`config.mk`:
```
export PLATFORM = sky130hd
export DESIGN_NAME = quad_step_pwm
export DESIGN_NICKNAME = d
export VERILOG_FILES = /design/src/rtl/quad_step_pwm_pkg.sv /design/src/rtl/pwm_tick_gen.sv /design/src/rtl/pwm_channel.sv /design/src/rtl/quad_step_pwm.sv
export SDC_FILE = /design/constraint.sdc
export NUM_CORES = 1
export LEC_CHECK = 0
export BUFFER_PORTS_ARGS = -buffer_cell sky130_fd_sc_hd__buf_2
export CORE_ASPECT_RATIO = 0.7
export CORE_MARGIN = 4
export CORE_UTILIZATION = 45
export DETAILED_ROUTE_END_ITERATION = 16
export PLACE_DENSITY = 0.71
export SLEW_MARGIN = 20
export SYNTH_ARGS = -nofsm -noshare
export SYNTH_HDL_FRONTEND = slang
export SYNTH_SLANG_ARGS = --single-unit
```
`constraint.sdc`:
```
create_clock -name clk -period 7.8 [get_ports clk]
set_input_delay 0.78 -clock clk [delete_from_list [all_inputs] [get_ports clk]]
set_output_delay 0.78 -clock clk [all_outputs]
set_load 0.02 [all_outputs]
```
`src/rtl/quad_step_pwm_pkg.sv`:
```
package quad_step_pwm_pkg;

    // Widest phase increment: (63+1) << 6 needs 13 bits
    localparam int INC_W = 13;

    typedef enum logic {
        CH_IDLE = 1'b0,
        CH_RUN  = 1'b1
    } ch_state_e;

    // Phase increment from a frequency code: (count+1) << (2*step)
    function automatic logic [INC_W-1:0] step_increment(input logic [7:0] code);
        logic [INC_W-1:0] mult;
        mult = INC_W'({1'b0, code[5:0]}) + INC_W'(1);
        return mult << (2 * code[7:6]);
    endfunction

endpackage

```
`src/rtl/pwm_tick_gen.sv`:
```
module pwm_tick_gen #(
    parameter int TICK_DIV = 1
) (
    input  logic clk,
    input  logic rst,
    output logic tick
);
    localparam int CW = (TICK_DIV > 1) ? $clog2(TICK_DIV) : 1;
    localparam logic [CW-1:0] LAST = CW'(TICK_DIV - 1);

    generate
        if (TICK_DIV <= 1) begin : g_every
            assign tick = 1'b1;
        end else begin : g_div
            logic [CW-1:0] cnt_q;
            always_ff @(posedge clk) begin
                if (rst)
                    cnt_q <= '0;
                else if (cnt_q == LAST)
                    cnt_q <= '0;
                else
                    cnt_q <= cnt_q + CW'(1);
            end
            assign tick = (cnt_q == LAST);
        end
    endgenerate
endmodule

```
`src/rtl/pwm_channel.sv`:
```
module pwm_channel
    import quad_step_pwm_pkg::*;
#(
    parameter int PHASE_W = 16
) (
    input  logic               clk,
    input  logic               rst,
    input  logic               tick,
    input  logic               go,
    input  logic [7:0]         freq,
    input  logic [7:0]         duty,
    input  logic               inv,
    output logic               pwm_o,
    output logic               run_o,
    output logic [PHASE_W-1:0] phase_o
);
    ch_state_e state_q, state_d;
    logic [PHASE_W-1:0] phase_q;
    logic [PHASE_W-1:0] inc;
    logic [7:0]         phase_top;
    logic               active;

    assign inc       = PHASE_W'(step_increment(freq));
    assign phase_top = phase_q[PHASE_W-1 -: 8];
    assign active    = (phase_top <= duty);

    // state register
    always_ff @(posedge clk) begin
        if (rst) state_q <= CH_IDLE;
        else     state_q <= state_d;
    end

    // next state
    always_comb begin
        state_d = state_q;
        unique case (state_q)
            CH_IDLE: if (go)  state_d = CH_RUN;   // start
            CH_RUN:  if (!go) state_d = CH_IDLE;  // stop
        endcase
    end

    // phase accumulator
    always_ff @(posedge clk) begin
        if (rst || state_q == CH_IDLE)
            phase_q <= '0;
        else if (tick)
            phase_q <= phase_q + inc;
    end

    // registered output
    always_ff @(posedge clk) begin
        if (rst) begin
            pwm_o <= 1'b0;
        end else begin
            unique case (state_q)
                CH_IDLE: pwm_o <= 1'b0;
                CH_RUN:  pwm_o <= active ^ inv;
            endcase
        end
    end

    assign run_o   = (state_q == CH_RUN);
    assign phase_o = phase_q;
endmodule

```
`src/rtl/quad_step_pwm.sv`:
```
module quad_step_pwm
    import quad_step_pwm_pkg::*;
#(
    parameter int          NUM_CH      = 4,
    parameter int          PHASE_W     = 16,
    parameter int          TICK_DIV    = 1,
    parameter logic [1:0]  NORMAL_MODE = 2'b01
) (
    input  logic                  clk,
    input  logic                  rst,
    input  logic [1:0]            mode_sel,
    input  logic [8*NUM_CH-1:0]   freq_code,
    input  logic [8*NUM_CH-1:0]   duty_code,
    input  logic [NUM_CH-1:0]     pol_inv,
    input  logic [NUM_CH-1:0]     ch_en,
    output logic [NUM_CH-1:0]     pwm_out
);
    logic                        tick_w;
    logic                        mode_ok;
    logic [NUM_CH-1:0]           run_vec;
    logic [NUM_CH*PHASE_W-1:0]   phase_flat;

    assign mode_ok = (mode_sel == NORMAL_MODE);

    pwm_tick_gen #(.TICK_DIV(TICK_DIV)) u_tick (
        .clk  (clk),
        .rst  (rst),
        .tick (tick_w)
    );

    generate
        for (genvar k = 0; k < NUM_CH; k++) begin : g_ch
            pwm_channel #(.PHASE_W(PHASE_W)) u_ch (
                .clk     (clk),
                .rst     (rst),
                .tick    (tick_w),
                .go      (ch_en[k] && mode_ok),
                .freq    (freq_code[8*k +: 8]),
                .duty    (duty_code[8*k +: 8]),
                .inv     (pol_inv[k]),
                .pwm_o   (pwm_out[k]),
                .run_o   (run_vec[k]),
                .phase_o (phase_flat[PHASE_W*k +: PHASE_W])
            );
        end
    endgenerate
endmodule

```
* After elaboration in Yosys (flattened, before gate mapping)
Cells that the tools add are included.
** Word-level totals
- Bits in registers :: 72
- Logic and storage cells :: 53
** Cells by class
- Add/subtract/negate cells :: 8
- $lt $le $gt $ge :: 4
- Equal/unequal tests :: 1
- Shift operators :: 4
- Muxes and demuxes :: 8
- Bitwise gates (word level) :: 8
- Reduce and logical (&&, ||, !) cells :: 8
** Operators with widths (number)
- adder 16 x 13 -> 16 bit :: 4
- left shift 13 x 3 -> 13 bit :: 4
- <= comparator 8 bit :: 4
- adder 6 x 1 -> 7 bit, second input constant :: 4
- case mux 1 bit (2 select lines) :: 4
- logical AND 1 bit :: 4
- logical OR 1 bit :: 4
- 2-to-1 mux 1 bit :: 4
- inverter 1 bit :: 4
- bitwise XOR 1 bit :: 4
- equality test 2 x 1 -> 1 bit, second input constant :: 1

* Longest topological paths before layout
Gate-level depths: netlist of the first run.
- Depth in word-level cells :: 3
- Mapped depth :: 14
- Depth with buffers taken out :: 14

* Hierarchy
A second synthesis of the first run with hierarchy kept.
** Unflattened totals
- Cell total of the unflattened synthesis :: 958
- Area total of the unflattened synthesis :: 7048.0 µm²
** Modules (own cells, without submodules)
- pwm_channel :: instances 4, cells each 238, area an instance 1750.4 µm²
- quad_step_pwm :: instances 1, cells each 4, area an instance 35.0 µm²
- pwm_tick_gen :: instances 1, cells each 2, area an instance 11.3 µm²

* Worst setup path before layout of the first run
OpenSTA, ideal clock, no wires.
- Path type :: input port to flip-flop
- From :: in freq_code[8]
- To :: reg g_ch[1].u_ch.phase_q[15]
- Arrival :: 3.243 ns
- Path slack :: 4.434 ns
- Stages on the path :: 13
- Path buffers :: 0
- Path through :: ha_1 > nand3_1 > or2_2 > o21ai_0 > nand2_1 > o21ai_0 > ha_1 > a21o_1 > a22o_1 > o41a_1 > a31o_2 > nand3_1 > mux2_1
** Between the ends
- Longest elaborated chain between the ends :: 3
** Ends and longest elaborated chain
- start: declaration :: line quad_step_pwm.sv:12 : input logic [8*NUM_CH-1:0] freq_code,
- adder 6 x 1 -> 7 bit :: line quad_step_pwm_pkg.sv:14 : mult = INC_W'({1'b0, code[5:0]}) + INC_W'(1);
- left shift 13 x 3 -> 13 bit :: line quad_step_pwm_pkg.sv:15 : return mult << (2 * code[7:6]);
- adder 16 x 13 -> 16 bit :: line pwm_channel.sv:47 : phase_q <= phase_q + inc;
- end signal: assignment :: line pwm_channel.sv:47
- end: declaration :: line pwm_channel.sv:18 : logic [PHASE_W-1:0] phase_q;
Every way passes these cells.
A chain may end at the register's enable or synchronous reset.

* Worst setup path after layout of the first run
Ends and elaborated chain as after synthesis.

==> results_tabular.tex, run 1 <==
\begin{tabular}{lr}
\hline
Metric & Value \\
\hline
\multicolumn{2}{l}{\textbf{Run status}} \\
Run status & completed \\
\multicolumn{2}{l}{\textbf{Yosys}} \\
EDFF count, synth & 0 \\
Synthesis-stage register bit count & slightly above 70 \\
Cell taking the most area after synthesis & dfxtp\_1 \\
Top cell type's share of synthesized area & 0.223 \\
Commonest register cell after synthesis & dfxtp\_1 \\
Most area-consuming cells after synthesis & dfxtp\_1 (22\%), ha\_1 (17\%), nor2\_1 (6.5\%) \\
Fraction of the yosys area taken by sequential cells & 0.223 \\
Most frequent cell after synthesis & nor2\_1 \\
Yosys warns & 0 \\
Fraction of registers with async set or reset after synthesis & 0 \\
Post-Synthesis Mean Instance Area & 7.58 um2 \\
Syn Inst Count & 852 \\
Number of library cell types mapped by synthesis & about 60 \\
Synth cell count leaders & nor2\_1 (111), ha\_1 (88), dfxtp\_1 (72) \\
Nets in the synthesized netlist & 1020 \\
Post-Synthesis Cell Area & 0.00646 mm2 \\
\multicolumn{2}{l}{\textbf{Placement}} \\
Port Buffer Count & 79 \\
Dpl cell area & 0.00696 mm2 \\
Worst setup slack after placement & 4.07 ns \\
Final GP Congestion & 0.856 \\
Detailed Place HPWL & 11200 um \\
Post-Place Cells & 1092 \\
\multicolumn{2}{l}{\textbf{Clocking}} \\
Deepest level of the CTS H-tree & 3 \\
Post-CTS setup-driven buffer insertion count & 0 \\
Clock latency of the later-clocked register in the worst-skew pair & about 0.33 ns \\
Buffer levels on the longest clock path & 2 \\
Clock-pin slew on the worst setup and hold paths & 0.06 ns \\
CTS Root Cell & clkbuf\_16 \\
CTS sink count & just over 70 \\
Clock tree from TritonCTS & built \\
Cts bufs inserted & 9 \\
CTS resizes & 0 \\
Total of hold buffers inserted after clock tree synthesis & 0 \\
\multicolumn{2}{l}{\textbf{Drt}} \\
Overall via count from detail\_route & around 5800 \\
Initial DRT Pass Iterations & 5 \\
Mean routed wirelength per cell & 12.9 um \\
Post-Route WL & 14300 um \\
Number of violations reported at the end of detailed-routing iteration 0 & 266 \\
Number of DRC violations after detailed routing & 0 \\
Antenna Nets Post-Route & 0 \\
Vias/cell & 5.24 \\
\multicolumn{2}{l}{\textbf{Pwr}} \\
Total power density per cell area & 133 mW/mm2 \\
Part of the total power dissipated in sequential elements & 0.385 \\
Switching Fraction & 0.275 \\
Part of the total power dissipated in combinational logic & 0.178 \\
Switch Pwr & 265 uW \\
Proportion of power drawn by the clock network & 0.437 \\
Pint & 699 uW \\
Worst IR drop on VDD & just under 0.0001 V \\
Leak Pwr & 0.00347 uW \\
\multicolumn{2}{l}{\textbf{Critical path}} \\
Cell family contributing the most delay on the critical path & compound AO/OA/AOI/OAI gates \\
Depth of the most critical reg-to-reg path & 9 \\
Ordered list of cells on the worst path & buf\_2 -> ha\_1 -> nand3\_1 -> or2\_2 -> o21ai\_0 -> nand2\_1 -> o21ai\_0 -> ha\_1 -> a21o\_1 -> a22o\_1 -> o41a\_1 -> a31o\_2 -> nand3\_1 -> mux2\_1 \\
Crit path launch & freq\_code[8] \\
Worst reg2reg startpoint & g\_ch[0].u\_ch.phase\_o[0] \\
R2R Path End & g\_ch[0].u\_ch.phase\_o[12] \\
Peak fanout along the critical path & 7 \\
Worst endpoint data arrival time & approximately 3.6 ns \\
Buffer and inverter count on the worst path & 1 \\
Critical path's slowest cell & or2\_2 \\
CP startpoint kind & primary input \\
Crit Path Category & in -> reg \\
Crit path largest cell delay & 0.35 ns \\
Setup crit end kind & register \\
Required time of the worst setup path & 8.01 ns \\
Worst reg-to-reg setup slack & 5.58 ns \\
\multicolumn{2}{l}{\textbf{Finish}} \\
Antenna diode count & 0 \\
Number of filler instances in the final layout & $\sim$1400 \\
Post-layout nets & 1081 \\
Fraction of layout instances using a drive strength above 1 & 0.115 \\
Final std cells w/o fill & around 1100 \\
Growth of design area from synthesis to finish & 12.5\% \\
Post-route cell area & a little over 0.007 mm2 \\
\multicolumn{2}{l}{\textbf{Floorplan}} \\
Initial standard-cell utilization of the core & 0.462 \\
Die Span X & 151 um \\
Vertical extent of the die & 108 um \\
Ports placed on the boundary & 80 \\
Total die area & $\sim$0.016 mm2 \\
Core area & 0.0140 mm2 \\
Placement Rows & 36 \\
\multicolumn{2}{l}{\textbf{Global route}} \\
Tot GR Track Use & 0.179 \\
Pin count of the biggest net entering global routing & 21 \\
Wire length of the first global-routing pass & 24300 um \\
Initial antenna violation count & 0 \\
Number of global-route vias before repair & between 5000 and 6000 \\
Global-route congestion overflow total & 0 \\
\multicolumn{2}{l}{\textbf{Timing}} \\
Actual transition at the worst max-transition pin & between 0.7 and 0.8 ns \\
Maximum clock frequency & slightly below 0.3 GHz \\
Setup repair after global routing missed its margin & no \\
Total count of max-transition violations in the final report & 0 \\
Setup clock skew after layout & 0.00730 ns \\
Post-layout worst setup margin & 4.41 ns \\
TNS Setup & 0 ns \\
Slew margin rel. & 0.528 \\
Fin crit share & 0.434 \\
Minimum period implied by the final worst setup slack & 3.39 ns \\
Setup violation total in the final timing report & 0 \\
Final Hold Violating Endpoints & 0 \\
\multicolumn{2}{l}{\textbf{Hold path}} \\
Worst min-delay path startpoint & g\_ch[0].u\_ch.phase\_o[15] \\
Worst Hold Endpoint & g\_ch[0].u\_ch.phase\_o[15] \\
Class of the worst hold path & reg -> reg \\
Depth of the worst hold-timing path & 2 \\
\multicolumn{2}{l}{\textbf{Job}} \\
Max-Cap Viols & 0 \\
\hline
\end{tabular}
==> flip-flops by register name, indices dropped and copies added, names as in the netlist <==
register	count
g_ch.u_ch.run_o	4
g_ch.u_ch.phase_o	64
g_ch.u_ch.pwm_o	4
==> cell usage in the layout, fill, tap and decap left out, types with 3 or more instances in the layout <==
master     count
a211oi_1      15
a21o_1        24
a21oi_1       48
a311oi_1       3
a31o_2         3
a31oi_1        9
and2_1        14
and3_1         8
buf_2         79
clkbuf_16      9
dfxtp_1       72
fa_1           4
ha_1          88
inv_1         70
mux2i_1       11
nand2_1       66
nand2b_1      16
nand3_1       18
nand4_1        9
nor2_1       111
nor2b_1       22
nor3_1        25
nor3b_1        6
o211a_1        3
o211ai_1       8
o21a_1        17
o21ai_0       57
o22ai_1        3
o31ai_1        4
or2_2          4
or3_1          3
xnor2_1       22
xor2_1        28
==> layer usage <==
metal,part of all wire,vias up,track usage
li1,-,3107,-
met3,0.063,13,0.0377
met5,0,-,0
met2,0.39,139,0.264
met1,0.54,2544,0.272
met4,0.0080,0,0.0291
==> logic make-up after synthesis <==
group / Yosys count / share of synthesized area
flops: 72 / 0.223
compound gates: 221 / 0.224
mux: 12 / 0.0188
simple gates: 306 / 0.223
buf+inv: 99 / 0.0603
fa+ha+maj: 92 / 0.183
xor+xnor: 50 / 0.0678
==> through the flow <==
step | power [uW] | hold slack (ns) | utilization
after floorplan | 500 | 0.462 | -
after global placement | 547 | 0.474 | 0.499
after detailed placement | 548 | 0.495 | 0.499
after CTS | 972 | 0.505 | 0.520
after global routing | 1010 | 0.529 | 0.520
final | 963 | 0.498 | 0.520
==> power groups by stage <==
stage	Clock, uW	Combinational (uW)	Sequential [uW]
final	421	171	371
after global routing	443	196	371
after CTS	431	171	371
after detailed placement	0	169	379
after global placement	0	167	379
after floorplan	0	121	379
==> tightest hold or removal path: stages, from the launching register on <==
cell     delay, ns
dfxtp_1       0.32
o21ai_0       0.08
a21oi_1       0.06
==> layout make-up <==
class                      count  area (um2)  area share
clock buffer                  11         243      0.0334
tap                          190         238      0.0327
sequential                    72        1440       0.198
timing repair buffer          79         395      0.0544
inverter                      70         263      0.0362
clock inverter                 5        56.3     0.00775
multi-input combinational    681        4630       0.637
==> worst max-delay path by stage <==
stage                                to  depth (start not counted)  slack (ns)
2_1_floorplan  g_ch[1].u_ch.phase_o[15]                         13        4.43
6_report       g_ch[1].u_ch.phase_o[15]                         14        4.41
4_1_cts        g_ch[1].u_ch.phase_o[15]                         14        4.42
3_3_place_gp   g_ch[1].u_ch.phase_o[15]                         14        4.17
3_5_place_dp   g_ch[1].u_ch.phase_o[15]                         14        4.07
5_1_grt        g_ch[1].u_ch.phase_o[15]                         14        4.19
Note: power is estimated with default switching activity, not from simulation.
==> inputs of run 2 (changes only) <==
- PLACE_DENSITY: 0.71 -> 0.74
- clock period: 7.8 -> 3 ns (I/O delays scaled with it)
==> run 2 against run 1 <==
Net effect: sequential share of layout area fell by 0.60 points; critical endpoint is now g_ch[0].u_ch.phase_o[15]; combinational power increased to 2.8 times the previous value; clock power increased to 2.6 times the previous value; first-iteration DRC count shrank 0.75%; sequential power grew to 2.6 times the previous value; largest cell class unchanged; utilization up 1.6 points; cell area up 3.1%; highest routed layer unchanged.
==> results_tabular.tex, run 2 (synthesis results as in run 1) <==
\begin{tabular}{lr}
\hline
Metric & Value \\
\hline
\multicolumn{2}{l}{\textbf{Run status}} \\
Run status & completed \\
\multicolumn{2}{l}{\textbf{Timing}} \\
Setup violation total in the final timing report & 0 (unchanged) \\
TNS Setup & 0 ns (unchanged) \\
Maximum clock frequency & 0.366 GHz \\
Actual transition at the worst max-transition pin & 0.734 ns (+0.0260 ns) \\
Total count of max-transition violations in the final report & 0 (unchanged) \\
Minimum period implied by the final worst setup slack & 2.73 ns \\
Slew margin rel. & 0.510 (-0.0173) \\
Setup repair after global routing missed its margin & no \\
Final Hold Violating Endpoints & 0 (unchanged) \\
Setup clock skew after layout & 0.00617 ns (-0.00113 ns) \\
Fin crit share & 0.911 \\
\multicolumn{2}{l}{\textbf{Placement}} \\
Final GP Congestion & 0.841 (-1.7\%) \\
Port Buffer Count & 79 (unchanged) \\
Detailed Place HPWL & 11700 um (+4.0\%) \\
Post-Place Cells & 1122 (+2.7\%) \\
Dpl cell area & 0.00719 mm2 (+3.2\%) \\
\multicolumn{2}{l}{\textbf{Pwr}} \\
Total power consumption of the routed design & 2550 uW (+160\%) \\
Total power density per cell area & 340 mW/mm2 (+160\%) \\
Leak Pwr & 0.00362 uW (+4.4\%) \\
Worst IR drop on VDD & 0.000227 V (+130\%) \\
\multicolumn{2}{l}{\textbf{Critical path}} \\
Setup crit end kind & register \\
CP startpoint kind & primary input \\
Worst reg2reg startpoint & g\_ch[3].u\_ch.phase\_o[0] \\
Ordered list of cells on the worst path & buf\_2 -> ha\_1 -> nand3\_1 -> or2\_2 -> o21ai\_0 -> and2\_1 -> ha\_1 -> a211o\_1 -> or2\_2 -> a311oi\_1 -> or3\_1 -> a21oi\_1 \\
Crit path largest cell delay & 0.36 ns (about the same) \\
Crit path launch & freq\_code[0] \\
Crit Path Category & in -> reg \\
Peak fanout along the critical path & 5 (-2) \\
Required time of the worst setup path & 3.20 ns (-4.81 ns) \\
Worst endpoint data arrival time & 2.94 ns (-0.66 ns) \\
Critical path's slowest cell & a311oi\_1 \\
\multicolumn{2}{l}{\textbf{Clocking}} \\
CTS sink count & 72 (unchanged) \\
Deepest level of the CTS H-tree & 3 (unchanged) \\
Clock-pin slew on the worst setup and hold paths & 0.06 ns (about the same) \\
Buffer levels on the longest clock path & 2 (unchanged) \\
Clock tree from TritonCTS & built \\
CTS Root Cell & clkbuf\_16 \\
Cts bufs inserted & 9 (unchanged) \\
CTS resizes & 0 (unchanged) \\
Clock latency of the later-clocked register in the worst-skew pair & 0.34 ns (about the same) \\
Post-CTS setup-driven buffer insertion count & 0 (unchanged) \\
Total of hold buffers inserted after clock tree synthesis & 0 (unchanged) \\
\multicolumn{2}{l}{\textbf{Hold path}} \\
Class of the worst hold path & in -> reg \\
Worst min-delay path startpoint & ch\_en[0] \\
\multicolumn{2}{l}{\textbf{Global route}} \\
GRT Max-Usage Layer & met1 \\
Global-route congestion overflow total & 0 (unchanged) \\
Met2 global-route usage & 0.264 (+0.000637) \\
Tot GR Track Use & 0.182 (+0.00282) \\
Pin count of the biggest net entering global routing & 19 (-9.5\%) \\
GR Util met3 & 0.0448 (+0.00712) \\
Met1 track demand over resource & 0.273 (+0.000954) \\
Number of global-route vias before repair & 5312 (+0.28\%) \\
Initial antenna violation count & 0 (unchanged) \\
Wire length of the first global-routing pass & 24200 um (-0.45\%) \\
\multicolumn{2}{l}{\textbf{Floorplan}} \\
Vertical extent of the die & 108 um (unchanged) \\
Placement Rows & 36 (unchanged) \\
Die Span X & 151 um (unchanged) \\
Core area & 0.0140 mm2 (unchanged) \\
Total die area & 0.0164 mm2 (unchanged) \\
Initial standard-cell utilization of the core & 0.462 (unchanged) \\
Ports placed on the boundary & 80 (unchanged) \\
\multicolumn{2}{l}{\textbf{Finish}} \\
Combined area of the multi-input logic cells & 0.00463 mm2 (unchanged) \\
Post-layout nets & 1111 (+2.8\%) \\
Most common cell after layout, fill and taps aside & nor2\_1 \\
Antenna diode count & 0 (unchanged) \\
Number of filler instances in the final layout & 1329 (-5.2\%) \\
Growth of design area from synthesis to finish & 16.0\% \\
Commonest cells after routing, fill and taps aside & nor2\_1 (111), ha\_1 (88), buf\_2 (79) \\
Largest register FFs & 64 (unchanged) \\
Fraction of layout instances using a drive strength above 1 & 0.142 (+0.0269) \\
Footprint of the flip-flops and latches & 0.00144 mm2 (unchanged) \\
Post-route cell area & 0.00749 mm2 (+3.1\%) \\
Final std cells w/o fill & 1138 (+2.7\%) \\
\multicolumn{2}{l}{\textbf{Drt}} \\
Post-Route WL & 14600 um (+2.7\%) \\
Antenna Nets Post-Route & 0 (unchanged) \\
Vias/cell & 5.23 (-0.17\%) \\
Overall via count from detail\_route & 5950 (+2.5\%) \\
Initial DRT Pass Iterations & 4 (-1) \\
Number of DRC violations after detailed routing & 0 (unchanged) \\
Number of violations reported at the end of detailed-routing iteration 0 & 264 (-0.75\%) \\
Mean routed wirelength per cell & 12.9 um (about the same) \\
\multicolumn{2}{l}{\textbf{Job}} \\
Max-Cap Viols & 0 (unchanged) \\
\hline
\end{tabular}
## run 2: area by class of cell
type                            count  share of cell area
Sequential cell                    72               0.192
Clock inverter                      3             0.00535
Inverter                           70              0.0351
Multi-Input combinational cell    681               0.618
Timing Repair Buffer              109              0.0829
Clock buffer                       13              0.0348
Tap cell                          190              0.0317
## run 2: worst paths after layout
kind	endpoint	slack, ns	cells after the start
min	g_ch[0].u_ch.run_o	0.15	2
min reg2reg	g_ch[0].u_ch.phase_o[15]	0.50	2
max	g_ch[0].u_ch.phase_o[15]	0.27	12
max reg2reg	g_ch[3].u_ch.phase_o[12]	0.80	9
## run 2: report_power, final
| group | internal (uW) | switching, uW |
|---|---|---|
| registers | 963 | 2.62 |
| clock network | 687 | 419 |
| logic | 209 | 264 |
| total | 1860 | 686 |
## run 2: critical path: cells and delay by family
kind | cells | cell delay, ns
AND/OR/NAND/NOR | 5 | 1.10
AO/OA/AOI/OAI | 4 | 0.99
buffers and inverters | 1 | 0.12
adder cells (fa/ha/maj) | 2 | 0.41
## run 2: stage by stage
| step | util | hold slack [ns] | worst slack, ns |
|---|---|---|---|
| 3_3_place_gp | 0.515 | 0.479 | -0.000478 |
| 3_5_place_dp | 0.515 | 0.494 | -0.0638 |
| 4_1_cts | 0.536 | 0.143 | 0.304 |
| 6_report | 0.536 | 0.154 | 0.268 |
| 5_1_grt | 0.536 | 0.164 | 0.0544 |
| 2_1_floorplan | - | 0.422 | 0.114 |
## run 2: routing by layer
metal  vias to the layer above  wire [um]
met2                       124       5900
met1                      2652       7890
met3                         7        767
li1                       3167          -
met4                         0         91
met5                         -          0
==> inputs of run 3 (changes only) <==
- CORE_UTILIZATION: 45 -> 51
- PLACE_DENSITY: 0.74 -> 0.86
==> run 3 against run 2 <==
Net effect: worst hold slack gained 0.017 ns; combinational power is essentially flat; die area decreased by 11%; global-route usage up 1.6 points; critical endpoint is now g_ch[1].u_ch.phase_o[15]; power shrank 3.7%; critical path type unchanged; via count up 0.82%; routed wire length decreased by 3.0%; largest cell class unchanged; highest routed layer unchanged.
==> results_tabular.tex, run 3 (synthesis results as in run 1) <==
\begin{tabular}{lr}
\hline
Metric & Value \\
\hline
\multicolumn{2}{l}{\textbf{Drt}} \\
Overall via count from detail\_route & 5999 (+0.82\%) \\
Number of violations reported at the end of detailed-routing iteration 0 & 449 (+70\%) \\
Number of DRC violations after detailed routing & 0 (unchanged) \\
Initial DRT Pass Iterations & 5 (+1) \\
Mean routed wirelength per cell & 12.9 um (about the same) \\
Antenna Nets Post-Route & 0 (unchanged) \\
Post-Route WL & 14200 um (-3.0\%) \\
Vias/cell & 5.44 (+4.0\%) \\
\multicolumn{2}{l}{\textbf{Timing}} \\
Total count of max-transition violations in the final report & 0 (unchanged) \\
Fin crit share & 0.933 (+0.0218) \\
Setup violation total in the final timing report & 0 (unchanged) \\
Slew margin rel. & 0.530 (+0.0199) \\
Final hold slack & 0.171 ns (+0.0165 ns) \\
TNS Setup & 0 ns (unchanged) \\
Minimum period implied by the final worst setup slack & 2.80 ns (+0.0654 ns) \\
Final Hold Violating Endpoints & 0 (unchanged) \\
Post-layout worst setup margin & 0.202 ns (-0.0654 ns) \\
Setup repair after global routing missed its margin & no \\
Actual transition at the worst max-transition pin & 0.704 ns (-0.0299 ns) \\
Maximum clock frequency & 0.357 GHz (-2.3\%) \\
Setup clock skew after layout & 0.0105 ns (+0.00435 ns) \\
\multicolumn{2}{l}{\textbf{Pwr}} \\
Switch Pwr & 696 uW (+1.4\%) \\
Part of the total power dissipated in sequential elements & 0.394 (+0.015) \\
Pint & 1760 uW (-5.5\%) \\
Switching Fraction & 0.284 (+0.0141) \\
Proportion of power drawn by the clock network & 0.414 (-0.021) \\
Total power density per cell area & 332 mW/mm2 (-2.3\%) \\
Total power consumption of the routed design & 2450 uW (-3.7\%) \\
Worst IR drop on VDD & 0.000247 V (+8.9\%) \\
Leak Pwr & 0.00357 uW (-1.3\%) \\
Part of the total power dissipated in combinational logic & 0.192 (+0.006) \\
\multicolumn{2}{l}{\textbf{Global route}} \\
Global-route congestion overflow total & 0 (unchanged) \\
Wire length of the first global-routing pass & 24300 um (+0.31\%) \\
Tot GR Track Use & 0.199 (+0.0165) \\
Pin count of the biggest net entering global routing & 21 (+2) \\
Number of global-route vias before repair & 5412 (+1.9\%) \\
Initial antenna violation count & 0 (unchanged) \\
\multicolumn{2}{l}{\textbf{Clocking}} \\
CTS Root Cell & clkbuf\_16 \\
Buffer levels on the longest clock path & 2 (unchanged) \\
Clock tree from TritonCTS & built \\
CTS resizes & 0 (unchanged) \\
CTS sink count & 72 (unchanged) \\
Total of hold buffers inserted after clock tree synthesis & 0 (unchanged) \\
Deepest level of the CTS H-tree & 3 (unchanged) \\
Clock latency of the later-clocked register in the worst-skew pair & 0.33 ns (about the same) \\
Cts bufs inserted & 9 (unchanged) \\
Clock-pin slew on the worst setup and hold paths & 0.06 ns (about the same) \\
Post-CTS setup-driven buffer insertion count & 0 (unchanged) \\
\multicolumn{2}{l}{\textbf{Critical path}} \\
Depth of the most critical reg-to-reg path & 9 (unchanged) \\
Required time of the worst setup path & 3.22 ns (+0.02 ns) \\
CP startpoint kind & primary input \\
Worst endpoint data arrival time & 3.02 ns (+0.08 ns) \\
Setup crit end kind & register \\
Worst reg2reg startpoint & g\_ch[3].u\_ch.phase\_o[0] \\
Worst reg-to-reg setup slack & 0.74 ns (-0.06 ns) \\
Peak fanout along the critical path & 4 (-1) \\
R2R Path End & g\_ch[3].u\_ch.phase\_o[12] \\
Crit Path Category & in -> reg \\
\multicolumn{2}{l}{\textbf{Placement}} \\
Detailed Place HPWL & 11500 um (-1.7\%) \\
Port Buffer Count & 79 (unchanged) \\
Final GP Congestion & 0.888 (+5.5\%) \\
Post-Place Cells & 1087 (-3.1\%) \\
Worst setup slack after placement & -0.103 ns (-0.0396 ns) \\
\multicolumn{2}{l}{\textbf{Floorplan}} \\
Ports placed on the boundary & 80 (unchanged) \\
Initial standard-cell utilization of the core & 0.520 (+0.0574) \\
Die Span X & 142 um (-5.7\%) \\
Placement Rows & 34 (-5.6\%) \\
Total die area & 0.0146 mm2 (-11\%) \\
Core area & 0.0124 mm2 (-11\%) \\
Vertical extent of the die & 102 um (-5.6\%) \\
\multicolumn{2}{l}{\textbf{Hold path}} \\
Worst min-delay path startpoint & ch\_en[1] \\
Depth of the worst hold-timing path & 2 (unchanged) \\
Class of the worst hold path & in -> reg \\
Worst Hold Endpoint & g\_ch[1].u\_ch.run\_o \\
\multicolumn{2}{l}{\textbf{Finish}} \\
Largest register FFs & 64 (unchanged) \\
Antenna diode count & 0 (unchanged) \\
Commonest cells after routing, fill and taps aside & nor2\_1 (111), ha\_1 (88), buf\_2 (79) \\
Final std cells w/o fill & 1103 (-3.1\%) \\
Fraction of layout instances using a drive strength above 1 & 0.138 (-0.00425) \\
Post-layout nets & 1104 (-0.63\%) \\
Growth of design area from synthesis to finish & 14.3\% \\
Most common cell after layout, fill and taps aside & nor2\_1 \\
\multicolumn{2}{l}{\textbf{Job}} \\
Max-Cap Viols & 0 (unchanged) \\
\multicolumn{2}{l}{\textbf{Run status}} \\
Run status & completed \\
\hline
\end{tabular}
==> run 3: power groups by stage <==
stage          logic, uW  registers, uW  clock network (uW)
2_1_floorplan        315            986                   0
3_3_place_gp         452            986                   0
3_5_place_dp         465            987                   0
4_1_cts              469            965                1040
5_1_grt              535            965                1080
6_report             471            965                1020
==> run 3: how the worst max path moves through the flow <==
stage | start | to | slack [ns] | cells after the start
floorplan | freq_code[8] | g_ch[1].u_ch.phase_o[15] | 0.11 | 13
global placement | freq_code[8] | g_ch[1].u_ch.phase_o[15] | -0.02 | 13
detailed placement | freq_code[8] | g_ch[1].u_ch.phase_o[15] | -0.10 | 13
CTS | freq_code[8] | g_ch[1].u_ch.phase_o[15] | 0.24 | 13
global route | freq_code[24] | g_ch[3].u_ch.phase_o[13] | 0.03 | 14
finish | freq_code[8] | g_ch[1].u_ch.phase_o[15] | 0.20 | 13
==> run 3: metal layers <==
layer,global-route usage,share of wire,vias to the layer above
li1,-,-,3159
met1,0.290,0.51,2688
met2,0.303,0.43,140
met3,0.0416,0.055,12
met4,0.0402,0.010,0
met5,0,0,-
==> run 3: critical path, stage by stage <==
cell and delay [ns]:
buf_2 0.09, ha_1 0.16, nand3_1 0.15, or2_2 0.34, o21ai_0 0.20, and2_1 0.16
ha_1 0.27, and2_1 0.16, a22o_1 0.21, o41a_1 0.32, a31o_2 0.24, nand3_1 0.09
mux2_1 0.31
==> run 3: through the flow <==
step	util	area (um2)
floorplan	-	6460
global route	0.594	7380
global placement	0.572	7100
CTS	0.594	7380
finish	0.594	7380
detailed placement	0.572	7100
==> run 3: cell type report <==
class	count	area (um2)
fill	1145	5040
multi-input combinational	681	4630
sequential	72	1440
timing repair buffer	102	568
inverter	70	263
clock buffer	10	239
tap	162	203
clock inverter	6	42.5
